`config.mk`:
```
export PLATFORM = sky130hd
export DESIGN_NAME = sirq_host
export DESIGN_NICKNAME = d
export VERILOG_FILES = /design/src/rtl/sirq_pkg.sv /design/src/rtl/sirq_seq.sv /design/src/rtl/sirq_drive.sv /design/src/rtl/sirq_decode.sv /design/src/rtl/sirq_host.sv
export SDC_FILE = /design/constraint.sdc
export NUM_CORES = 1
export LEC_CHECK = 0
export ABC_CLOCK_PERIOD_IN_PS = 3370
export BUFFER_PORTS_ARGS = -buffer_cell sky130_fd_sc_hd__buf_2
export CORE_AREA = 2 2 81 83
export CTS_BUF_LIST = sky130_fd_sc_hd__clkbuf_8
export CTS_CLUSTER_DIAMETER = 30
export DETAILED_ROUTE_END_ITERATION = 10
export DIE_AREA = 0 0 83 85
export MAX_ROUTING_LAYER = met4
export PLACE_DENSITY = 0.52
export SLEW_MARGIN = 20
export SYNTH_ARGS = -nofsm -noshare
export SYNTH_HDL_FRONTEND = slang
export SYNTH_SLANG_ARGS = --single-unit
```
`constraint.sdc`:
```
create_clock -name clk -period 3.37 [get_ports clk]
set_input_delay 0.674 -clock clk [delete_from_list [all_inputs] [get_ports clk]]
set_output_delay 0.674 -clock clk [all_outputs]
set_load 0.01 [all_outputs]
```
`src/rtl/sirq_pkg.sv`:
```
package sirq_pkg;

    typedef enum logic [2:0] {
        ST_IDLE     = 3'd0,
        ST_START_LO = 3'd1,
        ST_START_HI = 3'd2,
        ST_FRAME    = 3'd3,
        ST_STOP_LO  = 3'd4,
        ST_STOP_HI  = 3'd5
    } sirq_state_e;

    localparam int ISA_SLOTS = 16;

    // Slots whose sources live inside the chip; the wire never updates them.
    function automatic bit slot_ignored(input int idx);
        return (idx == 0) || (idx == 8) || (idx == 13);
    endfunction

endpackage

```
`src/rtl/sirq_seq.sv`:
```
module sirq_seq
    import sirq_pkg::*;
#(
    parameter int MAX_FRAMES = 22,
    parameter int IDX_W      = $clog2(MAX_FRAMES + 1)
) (
    input  logic             clk,
    input  logic             rst_n,
    input  logic             line_in,
    input  logic             start_req,
    input  logic [1:0]       cfg_start_len,
    input  logic             cfg_long_stop,
    input  logic [IDX_W-1:0] cfg_frames,
    output sirq_state_e      state,
    output logic [IDX_W-1:0] frame_idx,
    output logic             sample_stb,
    output logic             mode_cont
);

    localparam int CNT_W = 3;

    sirq_state_e      state_q, state_n;
    logic [CNT_W-1:0] cnt_q, cnt_n;
    logic [1:0]       phase_q, phase_n;
    logic [IDX_W-1:0] idx_q, idx_n;
    logic             mode_q, mode_n;
    logic [CNT_W-1:0] start_last;
    logic [CNT_W-1:0] stop_last;
    logic [IDX_W-1:0] frames_eff;
    logic [IDX_W-1:0] last_idx;

    always_comb begin
        unique case (cfg_start_len)
            2'd0:    start_last = CNT_W'(3);
            2'd1:    start_last = CNT_W'(5);
            default: start_last = CNT_W'(7);
        endcase
        stop_last = cfg_long_stop ? CNT_W'(2) : CNT_W'(1);
        if (cfg_frames == '0)
            frames_eff = IDX_W'(1);
        else if (cfg_frames > IDX_W'(MAX_FRAMES))
            frames_eff = IDX_W'(MAX_FRAMES);
        else
            frames_eff = cfg_frames;
        last_idx = frames_eff - IDX_W'(1);
    end

    // Next-state process
    always_comb begin
        state_n = state_q;
        cnt_n   = cnt_q;
        phase_n = phase_q;
        idx_n   = idx_q;
        mode_n  = mode_q;
        unique case (state_q)
            ST_IDLE: begin
                if (start_req || (!mode_q && !line_in)) begin
                    state_n = ST_START_LO;
                    cnt_n   = '0;
                end
            end
            ST_START_LO: begin
                if (cnt_q == start_last) state_n = ST_START_HI;
                else                     cnt_n   = cnt_q + CNT_W'(1);
            end
            ST_START_HI: begin
                state_n = ST_FRAME;
                phase_n = '0;
                idx_n   = '0;
            end
            ST_FRAME: begin
                if (phase_q == 2'd2) begin
                    phase_n = '0;
                    if (idx_q == last_idx) begin
                        state_n = ST_STOP_LO;
                        cnt_n   = '0;
                    end else begin
                        idx_n = idx_q + IDX_W'(1);
                    end
                end else begin
                    phase_n = phase_q + 2'd1;
                end
            end
            ST_STOP_LO: begin
                if (cnt_q == stop_last) begin
                    state_n = ST_STOP_HI;
                    mode_n  = cfg_long_stop;
                end else begin
                    cnt_n = cnt_q + CNT_W'(1);
                end
            end
            ST_STOP_HI: state_n = ST_IDLE;
            default:    state_n = ST_IDLE;
        endcase
    end

    // State register process
    always_ff @(posedge clk) begin
        if (!rst_n) begin
            state_q <= ST_IDLE;
            cnt_q   <= '0;
            phase_q <= '0;
            idx_q   <= '0;
            mode_q  <= 1'b1;
        end else begin
            state_q <= state_n;
            cnt_q   <= cnt_n;
            phase_q <= phase_n;
            idx_q   <= idx_n;
            mode_q  <= mode_n;
        end
    end

    assign state      = state_q;
    assign frame_idx  = idx_q;
    assign sample_stb = (state_q == ST_FRAME) && (phase_q == 2'd0);
    assign mode_cont  = mode_q;

    assert_start_hi_after_lo_R2: assert property (@(posedge clk) disable iff (!rst_n)
        (state_q == ST_START_HI) |-> ($past(state_q) == ST_START_LO));

    assert_frame_in_range_R7: assert property (@(posedge clk) disable iff (!rst_n)
        (state_q == ST_FRAME) |-> (idx_q < frames_eff));

    assert_stop_releases_R8: assert property (@(posedge clk) disable iff (!rst_n)
        (state_q == ST_STOP_HI) |=> (state_q == ST_IDLE));

    assert_mode_only_at_stop_R9: assert property (@(posedge clk) disable iff (!rst_n)
        !$stable(mode_q) |-> ($past(state_q) == ST_STOP_LO));

    assert_cont_ignores_wire_R10: assert property (@(posedge clk) disable iff (!rst_n)
        (state_q == ST_IDLE && mode_q && !start_req) |=> (state_q == ST_IDLE));

endmodule

```
`src/rtl/sirq_drive.sv`:
```
module sirq_drive
    import sirq_pkg::*;
(
    input  sirq_state_e state,
    output logic        line_oe,
    output logic        line_out
);

    // Output process
    always_comb begin
        unique case (state)
            ST_START_LO, ST_STOP_LO: begin
                line_oe  = 1'b1;
                line_out = 1'b0;
            end
            ST_START_HI, ST_STOP_HI: begin
                line_oe  = 1'b1;
                line_out = 1'b1;
            end
            default: begin
                line_oe  = 1'b0;
                line_out = 1'b1;
            end
        endcase
    end

endmodule

```
`src/rtl/sirq_decode.sv`:
```
module sirq_decode
    import sirq_pkg::*;
#(
    parameter int MAX_FRAMES = 22,
    parameter int IDX_W      = $clog2(MAX_FRAMES + 1)
) (
    input  logic                  clk,
    input  logic                  rst_n,
    input  logic                  sample_stb,
    input  logic [IDX_W-1:0]      frame_idx,
    input  logic                  line_in,
    output logic [MAX_FRAMES-1:0] irq_lvl
);

    for (genvar g = 0; g < MAX_FRAMES; g++) begin : g_slot
        if (slot_ignored(g)) begin : g_fixed
            assign irq_lvl[g] = 1'b0;
        end else begin : g_live
            logic lvl_q;
            always_ff @(posedge clk) begin
                if (!rst_n)
                    lvl_q <= 1'b0;
                else if (sample_stb && frame_idx == IDX_W'(g))
                    lvl_q <= (g < ISA_SLOTS) ? line_in : ~line_in;
            end
            assign irq_lvl[g] = lvl_q;
        end
    end

    logic ign_hit;
    assign ign_hit = sample_stb &&
                     (frame_idx == IDX_W'(0) || frame_idx == IDX_W'(8) ||
                      frame_idx == IDX_W'(13));

    assert_ignored_slot_R6: assert property (@(posedge clk) disable iff (!rst_n)
        ign_hit |=> $stable(irq_lvl));

endmodule

```
`src/rtl/sirq_host.sv`:
```
module sirq_host
    import sirq_pkg::*;
#(
    parameter int MAX_FRAMES = 22,
    parameter int IDX_W      = $clog2(MAX_FRAMES + 1)
) (
    input  logic                  clk,
    input  logic                  rst_n,
    input  logic                  line_in,
    output logic                  line_oe,
    output logic                  line_out,
    input  logic                  start_req,
    input  logic [1:0]            cfg_start_len,
    input  logic                  cfg_long_stop,
    input  logic [IDX_W-1:0]      cfg_frames,
    output logic [MAX_FRAMES-1:0] irq_lvl,
    output logic                  mode_cont
);

    sirq_state_e      state;
    logic [IDX_W-1:0] frame_idx;
    logic             sample_stb;

    sirq_seq #(.MAX_FRAMES(MAX_FRAMES), .IDX_W(IDX_W)) seq_i (
        .clk           (clk),
        .rst_n         (rst_n),
        .line_in       (line_in),
        .start_req     (start_req),
        .cfg_start_len (cfg_start_len),
        .cfg_long_stop (cfg_long_stop),
        .cfg_frames    (cfg_frames),
        .state         (state),
        .frame_idx     (frame_idx),
        .sample_stb    (sample_stb),
        .mode_cont     (mode_cont)
    );

    sirq_drive drive_i (
        .state    (state),
        .line_oe  (line_oe),
        .line_out (line_out)
    );

    sirq_decode #(.MAX_FRAMES(MAX_FRAMES), .IDX_W(IDX_W)) decode_i (
        .clk        (clk),
        .rst_n      (rst_n),
        .sample_stb (sample_stb),
        .frame_idx  (frame_idx),
        .line_in    (line_in),
        .irq_lvl    (irq_lvl)
    );

    assert_reset_released_R1: assert property (@(posedge clk)
        !rst_n |=> !line_oe);

endmodule

```
# After elaboration in Yosys (flattened, before gate mapping)
# Cells that the tools add are included.
[word_totals]
register_bits = 33
in_bits = 12
out_inout_bits = 25
elab_cells = 126
[op_classes]
add_sub_neg = 4
magnitude_cmp = 1
eq_ne = 37
n_mux = 23
bitwise_logic = 1
n_reduce_logical = 36
[op_table]
columns = ["op", "n"]
rows = [
  ["$eq 5x4->1 const B", 6],
  ["$eq 5x5->1 const B", 6],
  ["$mux 3", 10],
  ["$logic_and 1x1->1", 21],
  ["$eq 5x3->1 const B", 4],
  ["$mux 5", 4],
  ["$pmux 3 s5", 1],
  ["$pmux 3 s4", 1],
  ["$eq 5x2->1 const B", 2],
  ["$ne 2x2->1 const B", 5],
  ["$pmux 5 s2", 1],
  ["$eq 3x2->1 const B", 2],
  ["$eq 3x3->1", 2],
  ["$eq 3x3->1 const B", 2],
  ["$ne 2x1->1 const B", 3],
  ["$pmux 3 s2", 1],
  ["$reduce_and 6->1", 1],
  ["$add 5x1->5 const B", 1],
  ["$eq 5x1->1 const B", 1],
  ["$eq 5x5->1", 1],
  ["$gt 5x5->1 const B", 1],
  ["$logic_not 5->1", 1],
  ["$reduce_and 5->1", 1],
  ["$sub 5x1->5 const B", 1],
  ["other kinds (19)", 23],
]

# Logic depth before layout (Yosys ltp)
# Gate-level depths: netlist of run 1.
[logic_depth]
word_depth = 8
mapped_depth = 10
ltp_nobuf = 9

# By module
# Synthesis of run 1 repeated with hierarchy kept, for this count alone.
[unflattened]
cells_unflattened = 258
area_unflattened_um2 = 2174.6
[by_module_without_submodules]
columns = ["module", "instances", "cells_per_inst", "area_each_um2"]
rows = [
  ["sirq_seq", 1, 139, 1132.3],
  ["sirq_decode", 1, 115, 1014.7],
  ["sirq_drive", 1, 4, 27.5],
]

# Least setup slack after synthesis of run 1
# Ideal clock, no wire load.
[synth_path]
kind = "input -> register"
start = "input cfg_frames[4]"
end = "register seq_i.idx_q[3], in the netlist seq_i.frame_idx[3]"
setup_ps = 70
arrival_ps = 2776
required_ps = 3300
path_slack_ps = 524
path_stages = 10
path_buffers = 1
cell_sequence = "clkbuf_8 inv_1 a221oi_1 ha_1 nand4bb_1 a311oi_1 a211o_1 a41o_4 or3_1 a21oi_1"
[synth_via]
elab_chain_len = 7
word_cells_on_any_way = 8
cone_classes = "add/sub (1); order compare (1); eq/ne (2); mux (2); reduce/logical (2)"
[synth_lines]
columns = ["item", "line_no", "source"]
rows = [
  ["start: declaration", "sirq_host.sv:15", "input logic [IDX_W-1:0] cfg_frames,"],
  ["$gt 5x5->1", "sirq_seq.sv:41", "else if (cfg_frames > IDX_W'(MAX_FRAMES))"],
  ["$mux 5", "sirq_seq.sv:41", ""],
  ["$mux 5 (*)", "sirq_seq.sv:39", "if (cfg_frames == '0)"],
  ["$sub 5x1->5 (*)", "sirq_seq.sv:45", "last_idx = frames_eff - IDX_W'(1);"],
  ["$eq 5x5->1 (*)", "sirq_seq.sv:74", "if (idx_q == last_idx) begin"],
  ["$ne 2x2->1 (no line) (*)", "-", ""],
  ["$reduce_and 3->1 (no line) (*)", "-", ""],
  ["end signal: assignment", "sirq_seq.sv:109", "idx_q <= idx_n;"],
  ["end: declaration", "sirq_seq.sv:25", "logic [IDX_W-1:0] idx_q, idx_n;"],
]
# Every way passes the cells marked *; elsewhere a longest branch is shown, timed or not.
# A chain may end at the register's enable or synchronous reset.

# Worst setup path after layout of run 1
[layout_path]
start = "input cfg_frames[4]"
end = "register seq_i.idx_q[4], in the netlist seq_i.frame_idx[4]"
# Same word-level chain as after synthesis.

==> reports/results.ini, run 1 <==
[clock_tree]
cts_resized = 0
clk_pin_slew_ns = 0.07
clk_latency_ns = 0.28
cts_sinks = 33
holdBufCountCts = 0
clk_path_buf_depth = 2
cts_tree = built
cts_setup_buffers = 0
clockRootBuffer = clkbuf_8
cts_buffers = 5
cts_max_level = 2

[synthesis]
yosysSeqAreaShare_pct = 31.5
async_reset_ff_share_pct = 0
syn-cell-area_mm2 = 0.00210
ys_seq_elements = 33
synthFlopType = dfxtp_1
syn_area_per_cell_um2 = 8.27
syn-instance-count = 254
yosysWarnings = 0
synth_cell_types = 45
synth_edf_count = 0

[grt]
met2_usage_pct = 20.7
grt_max_degree = 28
grt_pass1_wl_um = 7380
grt-ovfl-total = 0
use_met3_pct = 3.02
antenna_found_initial = 0
grt_use_total_pct = 13.1
busiest_layer = met2
gr-usage-met1_pct = 16.5
grt_pass1_vias = 1579

[worst_setup_path]
crit_chain = buf_2 -> inv_1 -> a221oi_1 -> ha_1 -> nand4b_1 -> a311oi_1 -> a211o_1 -> nand4_1 -> and3_1 -> a2111oi_2
cp.required_ns = 3.54
reg2reg_depth = 6
end_kind = flip-flop
cp.arrival_ns = 3.09
path_max_fanout = 10
critPathKind = in2reg
startpoint_type = input pin
crit_slowest_cell = a221oi_1
max_stage_delay_ns = 0.42

[routing]
wl_per_cell_um = 12.7
vias = 1729
drtAntennaViolNets = 0
wl_um = 4310
vias_per_cell = 5.12
drt_iter0_drc = 111
drt_first_pass_iters = 4
drc_errors = 0

[run_status]
status = completed

[pwr]
p_leak_nw = 0.968
total_power_w = 0.000762
p_comb_share_pct = 9.1
power_frac_seq_pct = 52.4
p_switching_w = 0.000184
p_int_w = 0.000578
p_per_area_mw_per_mm2 = 345
sw_frac_of_total_pct = 24.1
irDropWorstVdd_mv = 0.185
pwr-share-clk_pct = 38.5

[place]
place.detailed.hpwl_um = 3130
port_buffers = 33
gp_congestion = 0.747
dp_cells = 331

[finish]
nNetsFinal = 280
drive_gt1_share_pct = 18.0
diodes = 0
fin_cells = 338
fill_cells = 668
syn2layout_area_growth_pct = 5.30

[die]
dieArea_mm2 = 0.00706
die_w_um = 83
core_area_mm2 = 0.00620
ios = 37
initial_core_util_pct = 33.8
std_cell_rows = 29
die-height_um = 85

[timing]
slew_violations = 0
min_period_ns = 2.92
hold_ws_ns = 0.457
skew_ns = 0.00530
hold_viol_final = 0
rsz0062_at_grt = false
clock.fmax_mhz = 342
worst_pin_slew_ns = 0.766
slew_headroom_pct = 48.6
finalSetupTns_ns = 0
setup_violations = 0
finalCritPeriodShare_pct = 86.8

[worst_hold_path]
min_path_cells = 2
hp-class = reg2reg

[flow_run]
drv_cap = 0

## sequential cells by signal, indices dropped and copies added, names as in the netlist
name                          count
seq_i.phase_q                     2
seq_i.cnt_q                       3
seq_i.mode_cont                   1
seq_i.frame_idx                   5
decode_i.g_slot.g_live.lvl_q     19
seq_i.state                       3
## placed cells by master (no fill, tap or decap), types with 4 or more instances in the layout
| cell type | instances |
|---|---|
| dfxtp_1 | 33 |
| buf_2 | 33 |
| nor2_1 | 31 |
| mux2i_1 | 21 |
| a21oi_1 | 18 |
| nand3_1 | 13 |
| nand2_1 | 12 |
| inv_1 | 10 |
| nor3_1 | 7 |
| ha_1 | 7 |
| clkbuf_8 | 6 |
| and3_1 | 5 |
| o21ai_0 | 5 |
| nand4_1 | 5 |
| xnor2_1 | 4 |
| o211ai_1 | 4 |
| or3b_2 | 4 |
## through the flow
stage	instance area, um2	setup WS (ns)	util (%)
after floorplan	2110	0.524	-
after global placement	2120	0.284	34.2
final	2210	0.445	35.6
after CTS	2210	0.488	35.6
after detailed placement	2120	0.208	34.2
after global routing	2210	0.242	35.6
## routing by layer
metal / share of wire [%] / vias to the layer above
met2: 46 / 32
met1: 48 / 793
met5: 0 / -
met4: 1.5 / 0
met3: 4.3 / 4
li1: - / 900
## worst paths after layout
check                                   startpoint                          endpoint  slack, ns
setup / recovery                     cfg_frames[4]                seq_i.frame_idx[4]       0.45
hold / removal    decode_i.g_slot[15].g_live.lvl_q  decode_i.g_slot[15].g_live.lvl_q       0.46
setup reg to reg                seq_i.frame_idx[2]                seq_i.frame_idx[4]       1.18
hold reg to reg   decode_i.g_slot[15].g_live.lvl_q  decode_i.g_slot[15].g_live.lvl_q       0.46
## area by class of cell
class	count	area, um2	share of cell area [%]
Clock buffer	6	82.6	3.74
Clock inverter	1	3.75	0.170
Inverter	10	37.5	1.70
Multi-Input combinational cell	177	1160	52.3
Sequential cell	33	661	29.9
Tap cell	77	96.3	4.36
Timing Repair Buffer	34	173	7.81
## cell families (layout without fill, tap and decap cells)
| family | count (synthesis) | count (layout) | synth area share [%] |
|---|---|---|---|
| other cells | 1 | 3 | 0.179 |
| mux | 21 | 21 | 10.0 |
| fa+ha+maj | 7 | 7 | 4.17 |
| compound gates | 44 | 44 | 14.3 |
| simple gates | 96 | 96 | 23.6 |
| flops | 33 | 33 | 31.5 |
| xor+xnor | 6 | 6 | 2.50 |
| buf+inv | 46 | 51 | 13.8 |
## Yosys cell counts, types with 2 or more instances
cell,instances,area (um2)
a211oi_1,3,22.5
a21oi_1,18,90.1
a311oi_1,2,17.5
and3_1,5,31.3
buf_4,24,180
buf_6,2,22.5
clkbuf_1,8,30.0
dfxtp_1,33,661
ha_1,7,87.6
inv_1,9,33.8
mux2i_1,21,210
nand2_1,12,45.0
nand3_1,13,65.1
nand3b_1,3,22.5
nand4_1,5,31.3
nand4b_1,2,17.5
nor2_1,31,116
nor2b_1,3,18.8
nor3_1,7,35.0
nor3b_1,2,15.0
nor4_1,2,12.5
o2111ai_1,2,17.5
o211ai_1,4,30.0
o21ai_0,5,25.0
o31ai_1,2,15.0
or3_1,3,18.8
or3b_2,4,35.0
xnor2_1,4,35.0
xor2_1,2,17.5
## power by group through the flow
stage	clock network, W	registers (W)	logic (W)
2_1_floorplan	0	0.000404	0.0000575
3_3_place_gp	0	0.000409	0.0000697
3_5_place_dp	0	0.000408	0.0000697
4_1_cts	0.000302	0.000400	0.0000701
5_1_grt	0.000316	0.000400	0.0000776
6_report	0.000293	0.000400	0.0000692
## critical path: cells and delay by family
family,cells,cell delay [ns]
adder cells (fa/ha/maj),1,0.33
AND/OR/NAND/NOR,3,0.69
buffers and inverters,2,0.24
AO/OA/AOI/OAI,4,1.15
(Power assumes the default switching activity.)
==> run 2: changes to the inputs <==
--- a/config.mk
+++ b/config.mk
@@ -14,6 +14,7 @@
 export DIE_AREA = 0 0 83 85
 export MAX_ROUTING_LAYER = met4
 export PLACE_DENSITY = 0.52
+export RECOVER_POWER = 50
 export SLEW_MARGIN = 20
 export SYNTH_ARGS = -nofsm -noshare
 export SYNTH_HDL_FRONTEND = slang
==> reports/results.ini, run 2 (synthesis gave the netlist of run 1 again) <==
[timing]
min_period_ns = 2.93  ; was 2.92 ns
skew_ns = 0.00545  ; was 0.00530 ns
setup_violations = 0  ; unchanged
hold_viol_final = 0  ; unchanged
worst_slack_ns = 0.444  ; was 0.445 ns
slew_headroom_pct = 48.5  ; was 48.6%
clock.fmax_mhz = 342  ; about the same
slew_violations = 0  ; unchanged
worst_pin_slew_ns = 0.768  ; was 0.766 ns
rsz0062_at_grt = false  ; unchanged
finalSetupTns_ns = 0  ; unchanged
finalCritPeriodShare_pct = 86.8  ; about the same

[grt]
grt-ovfl-total = 0  ; unchanged
grt_use_total_pct = 13.1  ; unchanged
antenna_found_initial = 0  ; unchanged
grt_pass1_vias = 1579  ; unchanged
grt_pass1_wl_um = 7380  ; unchanged
grt_max_degree = 28  ; unchanged

[pwr]
p_int_w = 0.000578  ; about the same
sw_frac_of_total_pct = 24.1  ; about the same
irDropWorstVdd_mv = 0.182  ; was 0.185 mV
p_switching_w = 0.000184  ; about the same
p_comb_share_pct = 9.1  ; about the same
p_per_area_mw_per_mm2 = 349  ; was 345 mW/mm2
p_leak_nw = 0.876  ; was 0.968 nW
pwr-share-clk_pct = 38.5  ; about the same
power_frac_seq_pct = 52.5  ; was 52.4%

[routing]
drtAntennaViolNets = 0  ; unchanged
wl_per_cell_um = 12.7  ; about the same
drt_first_pass_iters = 4  ; unchanged
wl_um = 4310  ; about the same
vias_per_cell = 5.11  ; was 5.12
vias = 1727  ; was 1729
drt_iter0_drc = 105  ; was 111
drc_errors = 0  ; unchanged

[worst_setup_path]
r2r_start = seq_i.frame_idx[2]  ; unchanged
max_stage_delay_ns = 0.42  ; about the same
cp.required_ns = 3.54  ; about the same
critPathBufInv = 2  ; unchanged
cp.arrival_ns = 3.09  ; about the same
crit_slowest_cell = a221oi_1  ; unchanged
r2r_setup_slack_ns = 1.18  ; about the same
crit_chain = buf_2 -> inv_1 -> a221oi_1 -> ha_1 -> nand4b_1 -> a311oi_1 -> a211o_1 -> nand4_1 -> and3_1 -> a2111oi_2  ; unchanged
startpoint_type = input pin  ; unchanged
path_depth = 10  ; unchanged
cp_top_family = compound AO/OA/AOI/OAI gates  ; unchanged
end_kind = flip-flop  ; unchanged
reg2reg_depth = 6  ; unchanged
reg2reg_to = seq_i.frame_idx[4]  ; unchanged
critPathKind = in2reg  ; unchanged
crit_end = seq_i.frame_idx[4]  ; unchanged
path_max_fanout = 10  ; unchanged
cp-startpoint = cfg_frames[4]  ; unchanged

[finish]
largest_reg_flops = 19  ; unchanged
syn2layout_area_growth_pct = 3.87  ; was 5.30%
drive_gt1_share_pct = 9.58  ; was 18.0%
diodes = 0  ; unchanged
largest-register = decode_i.g_slot.g_live.lvl_q  ; unchanged
final_cell_mix = 33 x dfxtp_1, 31 x nor2_1, 22 x clkbuf_1  ; was 33 x dfxtp_1, 33 x buf_2, 31 x nor2_1
fill_cells = 674  ; was 668
nNetsFinal = 280  ; unchanged
final_common_cell = dfxtp_1

[flow_run]
drv_cap = 0  ; unchanged

[clock_tree]
clk_latency_ns = 0.28  ; about the same
cts_sinks = 33  ; unchanged
cts_resized = 0  ; unchanged
clk_pin_slew_ns = 0.07  ; about the same
cts_setup_buffers = 0  ; unchanged
clk_path_buf_depth = 2  ; unchanged
holdBufCountCts = 0  ; unchanged
cts_max_level = 2  ; unchanged
clockRootBuffer = clkbuf_8  ; unchanged
cts_buffers = 5  ; unchanged
cts_tree = built  ; unchanged

[place]
port_buffers = 33  ; unchanged
pre_cts_ws_ns = 0.208  ; unchanged
place.detailed.hpwl_um = 3130  ; unchanged
gp_congestion = 0.747  ; unchanged

[die]
die-height_um = 85  ; unchanged
initial_core_util_pct = 33.8  ; unchanged
dieArea_mm2 = 0.00706  ; unchanged
core_area_mm2 = 0.00620  ; unchanged
std_cell_rows = 29  ; unchanged
ios = 37  ; unchanged
die_w_um = 83  ; unchanged

[worst_hold_path]
hp-class = reg2reg  ; unchanged
min_path_cells = 2  ; unchanged
min_from = decode_i.g_slot[15].g_live.lvl_q  ; unchanged

[run_status]
status = completed  ; unchanged

## run 2: worst min-delay path by stage
stage                                       endpoint  slack [ns]
global route        decode_i.g_slot[15].g_live.lvl_q        0.49
detailed placement  decode_i.g_slot[15].g_live.lvl_q        0.46
CTS                 decode_i.g_slot[15].g_live.lvl_q        0.47
global placement    decode_i.g_slot[15].g_live.lvl_q        0.45
finish              decode_i.g_slot[15].g_live.lvl_q        0.46
floorplan           decode_i.g_slot[15].g_live.lvl_q        0.44
## run 2: worst reg2reg max path, cell delays in order, from the launching register on
cell and delay [ns]:
dfxtp_1 0.61, nand4b_1 0.16, a311oi_1 0.30, a211o_1 0.17, nand4_1 0.28, and3_1 0.30, a2111oi_2 0.26
## run 2: metal layers
layer	share of wire (%)	global-route usage (%)	wire, um
met5	0	-	0
met4	1.5	4.92	64
met3	4.0	3.02	171
met2	46	20.7	2000
met1	48	16.5	2070
## run 2: layout make-up
cell class | count | area (um2) | area share, %
clock inverter | 1 | 3.75 | 0.172
tap | 77 | 96.3 | 4.42
timing repair buffer | 34 | 143 | 6.54
clock buffer | 6 | 82.6 | 3.79
sequential | 33 | 661 | 30.3
multi-input combinational | 177 | 1160 | 53.1
inverter | 10 | 37.5 | 1.72
## run 2: power groups by stage
| stage | Clock, W | Sequential, W | Combinational, W |
|---|---|---|---|
| 6_report | 0.000293 | 0.000400 | 0.0000690 |
| 3_3_place_gp | 0 | 0.000409 | 0.0000697 |
| 5_1_grt | 0.000316 | 0.000400 | 0.0000774 |
| 3_5_place_dp | 0 | 0.000408 | 0.0000697 |
| 2_1_floorplan | 0 | 0.000404 | 0.0000575 |
| 4_1_cts | 0.000302 | 0.000400 | 0.0000701 |
## run 2: metrics by stage
| step | cells | total power [W] | hold WS (ns) | cell area (um2) | utilization [%] |
|---|---|---|---|---|---|
| floorplan | 256 | 0.000461 | 0.437 | 2110 | - |
| global placement | 331 | 0.000478 | 0.453 | 2120 | 34.2 |
| detailed placement | 331 | 0.000478 | 0.456 | 2120 | 34.2 |
| CTS | 338 | 0.000772 | 0.465 | 2210 | 35.6 |
| global route | 338 | 0.000794 | 0.485 | 2180 | 35.1 |
| finish | 338 | 0.000762 | 0.459 | 2180 | 35.1 |
